==> config.mk <==
export PLATFORM = sky130hd
export DESIGN_NAME = dll_ready_seq
export DESIGN_NICKNAME = d
export VERILOG_FILES = /design/src/rtl/dll_ready_pkg.sv /design/src/rtl/dll_ready_cnt.sv /design/src/rtl/dll_ready_fguard.sv /design/src/rtl/dll_ready_seq.sv
export SDC_FILE = /design/constraint.sdc
export NUM_CORES = 1
export LEC_CHECK = 0
export CORE_UTILIZATION = 45
export DETAILED_ROUTE_END_ITERATION = 16
export MAX_ROUTING_LAYER = met4
export PLACE_DENSITY = 0.67
export SLEW_MARGIN = 20
export SYNTH_ARGS = -nofsm -noshare
export SYNTH_HDL_FRONTEND = slang
export SYNTH_SLANG_ARGS = --single-unit
==> constraint.sdc <==
create_clock -name clk -period 2.3 [get_ports clk]
set_input_delay 0.46 -clock clk [delete_from_list [all_inputs] [get_ports clk]]
set_output_delay 0.46 -clock clk [all_outputs]
set_load 0.03 [all_outputs]
==> src/rtl/dll_ready_pkg.sv <==
package dll_ready_pkg;
  typedef enum logic [2:0] {
    ST_PWR_WAIT = 3'd0,
    ST_CLK_WAIT = 3'd1,
    ST_LOCK     = 3'd2,
    ST_IMP      = 3'd3,
    ST_READY    = 3'd4,
    ST_STOPPED  = 3'd5
  } seq_state_e;
endpackage

==> src/rtl/dll_ready_cnt.sv <==
// Saturating up-counter; full stays high once LIMIT is reached.
module dll_ready_cnt #(
  parameter int unsigned LIMIT = 1024
) (
  input  logic clk,
  input  logic rst_n,
  input  logic clr,
  input  logic inc,
  output logic full
);
  localparam int W = $clog2(LIMIT + 1);
  localparam logic [W-1:0] LIM_V = W'(LIMIT);

  logic [W-1:0] cnt;

  always_ff @(posedge clk) begin
    if (!rst_n)                  cnt <= '0;
    else if (clr)                cnt <= '0;
    else if (inc && cnt != LIM_V) cnt <= cnt + 1'b1;
  end

  assign full = (cnt == LIM_V);
endmodule

==> src/rtl/dll_ready_fguard.sv <==
// Splits a frequency request into accepted or refused against the DLL floor.
module dll_ready_fguard #(
  parameter int FREQ_W  = 10,
  parameter int MIN_MHZ = 120
) (
  input  logic              req,
  input  logic [FREQ_W-1:0] mhz,
  output logic              accept,
  output logic              reject
);
  localparam logic [FREQ_W-1:0] FLOOR = FREQ_W'(MIN_MHZ);

  assign accept = req && (mhz >= FLOOR);
  assign reject = req && (mhz <  FLOOR);
endmodule

==> src/rtl/dll_ready_seq.sv <==
module dll_ready_seq
  import dll_ready_pkg::*;
#(
  parameter int LOCK_CYCLES    = 1024,
  parameter int NONREAD_CYCLES = 1024,
  parameter int STOP_TICKS     = 3,
  parameter int FREQ_W         = 10,
  parameter int MIN_MHZ        = 120
) (
  input  logic              clk,
  input  logic              rst_n,
  input  logic              pwr_good,
  input  logic              clk_stable,
  input  logic              mclk_tick,
  input  logic              rd_issue,
  input  logic              freq_req,
  input  logic [FREQ_W-1:0] freq_mhz,
  output logic              dll_off_n,
  output logic              cmd_ready,
  output logic              freq_err
);
  seq_state_e state, nxt;
  logic counting, watching;
  logic lock_full, nr_full, idle_full;
  logic f_accept, f_reject;

  assign counting = (state == ST_LOCK) || (state == ST_IMP);
  assign watching = counting || (state == ST_READY);

  dll_ready_cnt #(.LIMIT(LOCK_CYCLES)) u_lock_cnt (
    .clk(clk), .rst_n(rst_n), .clr(!counting),
    .inc(mclk_tick), .full(lock_full)
  );

  dll_ready_cnt #(.LIMIT(NONREAD_CYCLES)) u_nr_cnt (
    .clk(clk), .rst_n(rst_n), .clr(!counting),
    .inc(mclk_tick && !rd_issue), .full(nr_full)
  );

  dll_ready_cnt #(.LIMIT(STOP_TICKS)) u_idle_cnt (
    .clk(clk), .rst_n(rst_n), .clr(mclk_tick || !watching),
    .inc(1'b1), .full(idle_full)
  );

  dll_ready_fguard #(.FREQ_W(FREQ_W), .MIN_MHZ(MIN_MHZ)) u_fguard (
    .req(freq_req), .mhz(freq_mhz), .accept(f_accept), .reject(f_reject)
  );

  always_comb begin
    nxt = state;
    if (!pwr_good) begin
      nxt = ST_PWR_WAIT;
    end else begin
      case (state)
        ST_PWR_WAIT: nxt = ST_CLK_WAIT;
        ST_CLK_WAIT: if (clk_stable) nxt = ST_LOCK;
        default: begin
          if (!clk_stable || f_accept) begin
            nxt = ST_CLK_WAIT;
          end else if (state == ST_STOPPED) begin
            if (mclk_tick) nxt = ST_LOCK;
          end else if (idle_full) begin
            nxt = ST_STOPPED;
          end else if (state == ST_LOCK) begin
            if (lock_full) nxt = nr_full ? ST_READY : ST_IMP;
          end else if (state == ST_IMP) begin
            if (nr_full) nxt = ST_READY;
          end
        end
      endcase
    end
  end

  always_ff @(posedge clk) begin
    if (!rst_n) state <= ST_PWR_WAIT;
    else        state <= nxt;
  end

  always_ff @(posedge clk) begin
    if (!rst_n)        freq_err <= 1'b0;
    else if (f_accept) freq_err <= 1'b0;
    else if (f_reject) freq_err <= 1'b1;
  end

  assign dll_off_n = (state != ST_PWR_WAIT) && (state != ST_CLK_WAIT);
  assign cmd_ready = (state == ST_READY);
endmodule

# Yosys cells after proc, flatten, opt, wreduce, memory -nomap -nowiden
# Cells that the tools add are included.
[op_classes]
n_addsub = 3
order_cmp = 2
eq_ne = 15
n_mux = 11
bitwise_logic = 1
reduce_logical = 22
[ops]
columns = ["op", "count"]
rows = [
  ["$mux 3", 10],
  ["$add 11x1->11 const B", 2],
  ["$eq 11x11->1 const B", 2],
  ["$ne 11x11->1 const B", 2],
  ["$reduce_bool 7->1", 2],
  ["$ge 10x7->1 const B", 1],
  ["$lt 10x7->1 const B", 1],
  ["$ne 7x3->1 const B", 1],
  ["$eq 3x2->1 const B", 2],
  ["$eq 3x3->1 const B", 2],
  ["$logic_and 1x1->1", 6],
  ["$pmux 3 s2", 1],
  ["$ne 5x3->1 const B", 1],
  ["$reduce_and 5->1", 1],
  ["$logic_or 1x1->1", 4],
  ["$ne 2x2->1 const B", 2],
  ["$reduce_and 2->1", 2],
  ["$reduce_or 2->1", 2],
  ["$eq 3x1->1 const B", 1],
  ["$logic_not 1->1", 3],
  ["$logic_not 3->1", 1],
  ["$ne 3x1->1 const B", 1],
  ["$reduce_bool 3->1", 1],
  ["$add 2x1->2 const B", 1],
  ["2 further kinds", 2],
]
[totals]
ff_bits = 28
wordCells = 59

# Logic depth before layout (Yosys ltp)
[depth]
depth_word = 8
depth_mapped = 6
depth_no_buf = 6

# Hierarchy
# A second synthesis with hierarchy kept.
[hier_totals]
cells_unflattened = 198
area_unflattened_um2 = 1710.4
[modules_own_cells]
columns = ["mod", "instances", "cells_per_inst", "area_each_um2", "seq_area_each_um2"]
rows = [
  ["dll_ready_cnt at u_lock_cnt ...", 2, 71, 605.6, 220.2],
  ["dll_ready_seq", 1, 43, 370.4, 80.1],
  ["dll_ready_cnt at u_idle_cnt", 1, 9, 98.8, 40.0],
  ["dll_ready_fguard", 1, 4, 30.0, 0.0],
]

# Least setup slack after synthesis
# Ideal clock, no wire load.
[synth_path]
path_type = "input to register"
from = "input clk_stable"
to = "register state[1]"
arrival_ps = 1667
slack_ps = 511
cell_stages = 5
path_buffers = 0
cell_sequence = "nor4b_2 a21oi_1 o32ai_1 a31o_1 o311a_1"
[synth_between]
elab_chain_cells = 4
word_cells_on_any_way = 10
classes_between = "3 x eq/ne; 2 x mux; 5 x reduce/logical"
[synth_rtl]
columns = ["item", "line", "rtl"]
rows = [
  ["start: declaration", "dll_ready_seq.sv:13", "input logic clk_stable,"],
  ["$logic_not 1->1", "dll_ready_seq.sv:58", "if (!clk_stable || f_accept) begin"],
  ["$logic_or 1x1->1", "dll_ready_seq.sv:58", ""],
  ["$ne 7x3->1 (no source line), or another cell as far along", "n/a", ""],
  ["$reduce_and 5->1 (no source line) or $pmux 3 s2 (tied branches)", "n/a", ""],
  ["end signal: assignment", "dll_ready_seq.sv:76", "else state <= nxt;"],
  ["end: declaration", "dll_ready_seq.sv:22", "seq_state_e state, nxt;"],
]
# Parallel ways exist; a longest one is shown, timed or not.
# A chain may end at the register's enable or synchronous reset.

# Worst setup path after layout
[layout_path]
from = "register state[2]"
to = "output dll_off_n"
[layout_between]
elab_chain_cells = 2
word_cells_on_any_way = 3
classes_between = "1 x eq/ne; 2 x reduce/logical"
[layout_rtl]
columns = ["item", "line", "rtl"]
rows = [
  ["$ne 3x1->1 or $reduce_bool 3->1 (tied branches)", "dll_ready_seq.sv:85", "assign dll_off_n = (state != ST_PWR_WAIT) && (state != ST_CLK_WAIT);"],
  ["$logic_and 1x1->1 (*)", "dll_ready_seq.sv:85", ""],
  ["end: declaration", "dll_ready_seq.sv:18", "output logic dll_off_n,"],
]
# Every way passes the cells marked *; elsewhere a longest branch is shown, timed or not.

==> run summary <==
R2R Setup Slk: 0.44 ns
Clk slew on worst S/H paths: 0.16 ns
Clock Latency Late Sink: 0.34 ns
Cell-internal power: 711 uW
Die Width: 59.3 um
Synth warn: 0
# diodes: 0
Largest net degree at the start of global routing: 23
Crit path launch type: register
Peak VDD IR: 559 uV
Final Power: 899 uW
GRT overflow: 0
Share of the synthesized area in the top cell type: 38.0%
Sw Share: 21.0%
Vias/cell: 5.23
Area of the die: 3510 um2
Seq pwr share: 55.0%
Hold-critical path depth: 2
TritonCTS Buffers: 3
Max-Cap Viols: 0
Cell area after synthesis: 1480 um2
DP HPWL: 2120 um
Commonest non-fill, non-tap cell in the layout: nor2_1
Avg Synthesized Cell Area: 8.44 um2
Worst Path Arrival: 1.73 ns
Die Y: 59.3 um
Nets@finish: 217
# clock sinks: 28
Post-route ant nets: 0
DRC Markers: 0
Slew @ Worst Pin: 0.427 ns
Worst R2R End: state[0]$_SDFFE_PN0P_
Tmin final: 2.19 ns
Drt first pass iters: 4
# setup viols final: 0
Pwr Density: 510 nW/um2
Slew headroom: 71.5%
HP Class: reg -> reg
Fmax: 456 MHz
Crit share post-route: 95.4%
Final setup TNS: 0 ns
CP Max Fanout: 9
Worst Path Required: 1.84 ns
Fin. Hold Viols: 0
CTS tree: yes
Layout cells sized above 1: 7.73%
Number of global-route vias before repair: 1187
Gate Count Post-Synth: 175
HP Start: freq_err$_SDFFE_PP0P_
Part of the power in combinational logic: 8.7%
CTS H-tree depth: 1
Share of synthesized area occupied by flip-flops and latches: 38.0%
Worst Reg-to-Reg Cells: 5
Fillers: 297
Max-slew violation count: 0
Post-Syn Nets: 197
Row count: 20
Synth unique cells: 39
Number of setup buffers added after CTS: 0
Psw: 189 uW
Most frequent cells in the layout: nor2_1 (30), dfxtp_1 (28), clkdlybuf4s50_1 (15)
P&R area growth vs syn: 19.5%
Synth area leader: dfxtp_1
Starting Density: 48.0%
Kind of end point of the critical path: output pin
Antenna violations before repair: 0
DRT Wirelength: 2860 um
Routed WL per cell: 12.0 um
P_leak: 0.639 nW
Starting DRT DRC Count: 45
Gr usage total: 19.3%
Crit path kind: reg -> out
PortBufs: 16
Status: finished clean
Synth Register Bits: 28
Clk pwr share: 36.3%
Critical R2R Launch: u_nr_cnt.cnt[5]$_SDFFE_PN0P_
Post-route clock skew: 0.0151 ns
Hold endpoint: freq_err$_SDFFE_PP0P_
Unrepaired setup endpoints after global routing: false
Clk buf depth: 2
Area contributors post-synth: dfxtp_1 (38%), nor2_1 (7.6%), xor2_1 (7.1%)
Via Count: 1245
Gpl congestion: 0.780
IO Count: 20
Clock root cell: clkbuf_4
Core area: 3080 um2
First-pass GRT wire length: 4870 um
sequential cells by signal, summed over array words and instances (netlist names):
name	flops
u_idle_cnt.cnt	2
state	3
u_lock_cnt.cnt	11
freq_err	1
u_nr_cnt.cnt	11
how the worst max path moves through the flow:
stage,to,from,depth (start not counted)
after floorplan,state[1]$_SDFFE_PN0P_,clk_stable,5
after global placement,state[1]$_SDFFE_PN0P_,clk_stable,6
after detailed placement,state[0]$_SDFFE_PN0P_,clk_stable,6
after CTS,cmd_ready,state[0]$_SDFFE_PN0P_,3
after global routing,dll_off_n,state[1]$_SDFFE_PN0P_,2
final,dll_off_n,state[2]$_SDFFE_PN0P_,3
layer usage:
layer | vias to the layer above | part of all wire (%) | GRT usage, %
met4 | 0 | 2.0 | 8.50
met5 | - | 0 | -
met2 | 27 | 49 | 33.1
li1 | 642 | - | -
met3 | 4 | 4.3 | 3.93
met1 | 572 | 45 | 21.4
timing repair:
| item | in CTS | in global routing |
|---|---|---|
| hold endpoints to repair | 0 | 0 |
| hold buffers | 0 | 0 |
| gates resized for setup | 0 | 1 |
| setup endpoints to repair | 0 | 1 |
power by group through the flow:
| stage | Combinational [mW] | Sequential [mW] | Clock (mW) |
|---|---|---|---|
| 6_report | 0.0786 | 0.495 | 0.326 |
| 5_1_grt | 0.0859 | 0.496 | 0.351 |
| 4_1_cts | 0.0789 | 0.495 | 0.333 |
| 3_5_place_dp | 0.0782 | 0.505 | 0 |
| 3_3_place_gp | 0.0771 | 0.505 | 0 |
| 2_1_floorplan | 0.0412 | 0.501 | 0 |
logic make-up (layout without fill, tap and decap cells):
kind of cell,after synthesis,in the layout,share of synthesized area (%)
flip-flops,28,28,38.0
buffers and inverters,14,33,3.64
multiplexers,3,3,2.03
adder cells (fa/ha/maj),5,5,4.24
AND/OR/NAND/NOR,85,85,31.4
XOR/XNOR,19,19,11.3
AO/OA/AOI/OAI,21,21,9.49
metrics by stage:
| stage | area [um2] | utilization (%) | setup slack (ns) | hold WS, ns | std cells |
|---|---|---|---|---|---|
| 6_report | 1760 | 57.3 | 0.105 | 0.491 | 238 |
| 5_1_grt | 1760 | 57.3 | 0.0453 | 0.522 | 238 |
| 4_1_cts | 1760 | 57.2 | 0.0330 | 0.498 | 238 |
| 3_5_place_dp | 1710 | 55.5 | -0.0172 | 0.477 | 234 |
| 3_3_place_gp | 1710 | 55.5 | -0.0215 | 0.473 | 234 |
| 2_1_floorplan | 1480 | - | 0.511 | 0.468 | 175 |
cells in the mapped netlist:
cell and number:
nor4b_1 1, nor2b_1 5, a31o_1 1, and4b_1 1, and2_1 2, nand2_1 11, mux2i_1 3, o32ai_1 1
o311a_1 2, nand2b_1 4, clkbuf_1 5, buf_2 1, nand4_1 6, dfxtp_1 28, a21o_1 1, nand4b_2 1
a211o_1 2, and3_1 3, a21boi_0 1, or3_1 1, or4_1 2, xnor2_1 7, nor2_1 30, nand3_1 6
o31ai_1 1, or2_2 1, nor4_2 1, a21oi_1 8, o21bai_1 1, o21ai_0 3, inv_1 7, nor3_1 4
or3b_1 1, xor2_1 12, buf_1 1, nor4b_2 2, ha_1 5, nand4b_1 1, nor4_1 2
worst max-delay path, cell delays in order, from the launching register on:
cell and delay (ns):
dfxtp_1 0.35, buf_4 0.16, or2_2 0.29, clkdlybuf4s50_1 0.59
final cells by class:
type                            instances  area [um2]  share of cell area (%)
Timing Repair Buffer                   22         208                    11.8
Tap cell                               44        55.1                    3.12
Multi-Input combinational cell        133         862                    48.9
Clock inverter                          1        30.0                    1.70
Sequential cell                        28         561                    31.8
Clock buffer                            3        22.5                    1.28
Inverter                                7        26.3                    1.49
No activity file was read; power rests on OpenSTA's default activity.
